<file path="config.mk">
export PLATFORM = sky130hd
export DESIGN_NAME = sp_snapshot
export DESIGN_NICKNAME = d
export VERILOG_FILES = /design/src/rtl/sp_snapshot_pkg.sv /design/src/rtl/snap_decode.sv /design/src/rtl/snap_fsm.sv /design/src/rtl/snap_store.sv /design/src/rtl/sp_snapshot.sv
export SDC_FILE = /design/constraint.sdc
export NUM_CORES = 1
export LEC_CHECK = 0
export BUFFER_PORTS_ARGS = -buffer_cell sky130_fd_sc_hd__buf_4
export CAP_MARGIN = 20
export CORE_AREA = 2 2 39 41
export DETAILED_ROUTE_END_ITERATION = 7
export DIE_AREA = 0 0 41 43
export GPL_TIMING_DRIVEN = 1
export PLACE_DENSITY = 0.58
export SYNTH_ARGS = -nofsm -noshare
export SYNTH_HDL_FRONTEND = slang
export SYNTH_HIERARCHICAL = 1
export SYNTH_SLANG_ARGS = --single-unit
</file>
<file path="constraint.sdc">
create_clock -name clk -period 1 [get_ports clk]
set_input_delay 0.05 -clock clk [delete_from_list [all_inputs] [get_ports clk]]
set_output_delay 0.05 -clock clk [all_outputs]
set_load 0.02 [all_outputs]
</file>
<file path="src/rtl/sp_snapshot_pkg.sv">
package sp_snapshot_pkg;
    typedef enum logic {
        ST_WATCH = 1'b0,
        ST_TAKEN = 1'b1
    } snap_state_t;
endpackage

</file>
<file path="src/rtl/snap_decode.sv">
module snap_decode #(
    parameter int ADDR_W   = 12,
    parameter int WIN_BITS = 2,
    parameter int WIN_VAL  = 1,
    parameter int TAIL_BITS = 2,
    parameter int TAIL_VAL  = 1
) (
    input  logic              call_i,
    input  logic [ADDR_W-1:0] target_i,
    output logic              hit_o
);
    localparam logic [WIN_BITS-1:0] WIN_PAT = WIN_BITS'(WIN_VAL);

    logic in_window;
    logic tail_ok;

    assign in_window = (target_i[ADDR_W-1 -: WIN_BITS] == WIN_PAT);

    generate
        if (TAIL_BITS > 0) begin : g_tail
            localparam logic [TAIL_BITS-1:0] TAIL_PAT = TAIL_BITS'(TAIL_VAL);
            assign tail_ok = (target_i[TAIL_BITS-1:0] == TAIL_PAT);
        end else begin : g_notail
            assign tail_ok = 1'b1;
        end
    endgenerate

    assign hit_o = call_i & in_window & tail_ok;
endmodule

</file>
<file path="src/rtl/snap_fsm.sv">
module snap_fsm
    import sp_snapshot_pkg::*;
(
    input  logic clk,
    input  logic rst_n,
    input  logic hit_i,
    output logic load_o,
    output logic snap_o
);
    snap_state_t state_q;
    snap_state_t state_d;

    // state register
    always_ff @(posedge clk or negedge rst_n) begin
        if (!rst_n) begin
            state_q <= ST_WATCH;
        end else begin
            state_q <= state_d;
        end
    end

    // transitions: idle, snap, resnap, settle
    always_comb begin
        state_d = state_q;
        unique case (state_q)
            ST_WATCH: state_d = hit_i ? ST_TAKEN : ST_WATCH;
            ST_TAKEN: state_d = hit_i ? ST_TAKEN : ST_WATCH;
            default:  state_d = ST_WATCH;
        endcase
    end

    // outputs
    always_comb begin
        load_o = hit_i;
        snap_o = 1'b0;
        unique case (state_q)
            ST_WATCH: snap_o = 1'b0;
            ST_TAKEN: snap_o = 1'b1;
            default:  snap_o = 1'b0;
        endcase
    end
endmodule

</file>
<file path="src/rtl/snap_store.sv">
module snap_store #(
    parameter int SP_W = 8
) (
    input  logic            clk,
    input  logic            rst_n,
    input  logic            load_i,
    input  logic [SP_W-1:0] d_i,
    output logic [SP_W-1:0] q_o
);
    always_ff @(posedge clk or negedge rst_n) begin
        if (!rst_n) begin
            q_o <= '0;
        end else if (load_i) begin
            q_o <= d_i;
        end
    end
endmodule

</file>
<file path="src/rtl/sp_snapshot.sv">
module sp_snapshot #(
    parameter int ADDR_W    = 12,
    parameter int SP_W      = 8,
    parameter int WIN_BITS  = 2,
    parameter int WIN_VAL   = 1,
    parameter int TAIL_BITS = 2,
    parameter int TAIL_VAL  = 1
) (
    input  logic              clk,
    input  logic              rst_n,
    input  logic              call_i,
    input  logic [ADDR_W-1:0] target_i,
    input  logic [SP_W-1:0]   sp_i,
    output logic [SP_W-1:0]   saved_sp_o,
    output logic              snap_o
);
    logic hit;
    logic load;

    snap_decode #(
        .ADDR_W(ADDR_W), .WIN_BITS(WIN_BITS), .WIN_VAL(WIN_VAL),
        .TAIL_BITS(TAIL_BITS), .TAIL_VAL(TAIL_VAL)
    ) u_decode (
        .call_i(call_i), .target_i(target_i), .hit_o(hit)
    );

    snap_fsm u_fsm (
        .clk(clk), .rst_n(rst_n), .hit_i(hit), .load_o(load), .snap_o(snap_o)
    );

    snap_store #(.SP_W(SP_W)) u_store (
        .clk(clk), .rst_n(rst_n), .load_i(load), .d_i(sp_i), .q_o(saved_sp_o)
    );
endmodule

</file>
==> metrics.md <==
| Metric | Value |
|---|---|
| Worst R2R Setup Slack | 0.23 ns |
| Largest family of logic cells by synthesized area | multiplexers |
| WL per Instance | 12.1 um |
| GR Util All Layers | 0.115 |
| Via/cell ratio | 4.28 |
| First-pass GRT wire length | 1.27 mm |
| RSZ-0062 raised after global routing | false |
| FF+latch count, synth | 9 |
| CTS tree | done |
| Clk Latency, worst-skew pair | 0.25 ns |
| Cell family with most CP delay | flip-flops |
| Sequential cell area | 225 sq um |
| Pre-CTS WS | -0.102 ns |
| Io pins | 32 |
| CTS resizes | 0 |
| Final hold violations | 0 |
| Peak Freq | 1180 MHz |
| Post-layout minimum cycle time | 0.848 ns |
| Largest area contributor in the netlist | dfrtp_1 |
| Worst EP arrival | 0.80 ns |
| Die area | 1760 sq um |
| LEAKAGE | 0.312 nW |
| Die Y | 43 um |
| Core area | 1380 sq um |
| Area delta synth->final | 59.8% |
| Synthesized net count | 44 |
| Final core occ | 0.435 |
| Reg2reg path depth | 1 |
| Combinational power share | 0.340 |
| Hold Buf Count CTS | 1 |
| # setup viols final | 0 |
| Routed Antenna Nets | 0 |
| DR vias | 278 |
| CP max-delay cell | dfrtp_1 |
| Gp weighted congestion | 0.609 |
| Setup bufs post-CTS | 0 |
| CP peak stage delay | 0.38 ns |
| Multi-input gate area | 133 sq um |
| Switching component of the power | 0.323 mW |
| Worst slew margin | 0.911 |
| Cell area after synthesis | 377 sq um |
| WP buf/inv | 1 |
| Post-synth cell types | 6 |
| Area share of xor/xnor cells in the synthesized design | 0 |
| H-Tree Level Count | 1 |
| Synth Area in Simple Gates | 0.0332 |
| Worst Tran Pin Value | 0.132 ns |
| Worst path required time | 0.95 ns |
| Final WL | 788 um |
| CTS root buf | clkbuf_4 |
| Slew Viols, Final | 0 |
| Post-synthesis compound-gate area fraction | 0 |
| Reg clk slew, reported paths | 0.06 ns |
| Area after DPL | 566 sq um |
| Post-route clock period utilization | 0.848 |
| # DRC | 0 |
| Clk buf depth | 2 |
| Startpoint type of the worst setup path | register |
| Clk pwr share | 0.238 |
| Die width | 41 um |
| Net Sw Frac | 0.282 |
| Proportion of layout cells with a drive suffix above 1 | 0.735 |
| Yosys warnings | 6 |
| Post-Syn Instances | 21 |
| Power, Total | 1.15 mW |
| Nets | 73 |
| Router iterations before antenna repair | 2 |
| Number of global-route vias before repair | 300 |
| Number of cells on the critical path | 1 |
| Number of CTS-inserted buffers | 3 |
| Clock Sinks | 9 |
| Critical Path Sink Type | output port |
| Diode count | 0 |
| Critical-path cell list | buf_4 |
| Initial Utilization | 0.272 |
| Initial drt markers | 1 |
| Fill count | 142 |
| Setup ws final | 0.152 ns |
| Initial antenna violation count | 0 |
| Grt ovf | 0 |
| Post-synthesis sequential area ratio | 0.598 |
| Worst hold path class | in -> reg |
| Pwr/cell area | 1900 nW/um^2 |
| Adder-cell share of the synthesized area | 0 |
| Post-synth top area share | 0.598 |
| Avg Inst Size Synth | 17.9 sq um |
| Finished Cell Area | 602 sq um |
| Internal | 0.822 mW |
| WHS Path Cells | 2 |
| Flop pwr share | 0.422 |
| MaxCap Viol Count | 0 |
| Row cnt | 14 |
| Setup Skew | 0 ns |
| Worst vdd ir | 0.677 mV |
| Largest net degree at the start of global routing | 10 |
| Status | completed |
| CP max FO | 2 |
| PortBufs | 23 |
| Synth top area cells | dfrtp_1 (60%), mux2_4 (32%), buf_6 (3.0%) |
| Critical path type | reg -> out |
| Mux cell area share after synthesis | 0.319 |
-- Yosys cell counts --
library cell	instances
dfrtp_1	9
mux2_4	8
buf_4	1
buf_6	1
nand4b_1	1
nor2_1	1
-- metrics by stage --
stage	setup TNS, ns	cells	hold slack [ns]
5_1_grt	0	65	0.00722
4_1_cts	0	65	0.0128
2_1_floorplan	0	21	-0.246
3_5_place_dp	-0.621	60	-0.121
3_3_place_gp	-0.307	60	-0.124
6_report	0	65	0.0235
-- final timing paths --
kind                                              endpoint                  startpoint
worst max-delay path                         saved_sp_o[4]  u_store/q_o[4]$_DFFE_PN0P_
worst min register to register  u_store/q_o[1]$_DFFE_PN0P_  u_store/q_o[1]$_DFFE_PN0P_
max in group asynchronous       u_store/q_o[0]$_DFFE_PN0P_                       rst_n
min in group asynchronous       u_store/q_o[1]$_DFFE_PN0P_                       rst_n
worst min-delay path            u_store/q_o[2]$_DFFE_PN0P_                     sp_i[2]
worst max register to register  u_store/q_o[4]$_DFFE_PN0P_  u_store/q_o[4]$_DFFE_PN0P_
-- routing by layer --
metal	up-vias	global-route usage	wire [um]
met1	130	0.133	285
met3	2	0.0524	96
met4	0	0.100	8
li1	128	-	-
met2	18	0.150	397
met5	-	0	0
-- power by group through the flow --
stage	Clock (mW)	Combinational, mW	Sequential [mW]
floorplan	0	0.113	0.581
global placement	0	0.387	0.484
detailed placement	0	0.391	0.489
CTS	0.286	0.394	0.486
global route	0.305	0.413	0.496
finish	0.273	0.390	0.483
-- area by class of cell --
class | instances | share of cell area
multi-input combinational | 10 | 0.220
timing repair buffer | 26 | 0.328
sequential | 9 | 0.374
tap | 16 | 0.0333
clock buffer | 4 | 0.0437
-- kinds of logic (layout without fill, tap and decap cells) --
kind of cell,Yosys count,after routing
AND/OR/NAND/NOR,2,2
flip-flops,9,9
buffers and inverters,2,30
multiplexers,8,8
-- flip-flops by register name (all words and copies together), names as in the netlist --
| register | cells |
|---|---|
| u_fsm/state_q | 1 |
| u_store/q_o | 8 |
-- placed cells by master (no fill, tap or decap), drive strengths merged --
master and instances:
buf 25, clkbuf 4, dlygate4sd3 1, nand4b 1
dfrtp 9, nor2 1, mux2 8
(Power assumes the default switching activity.)
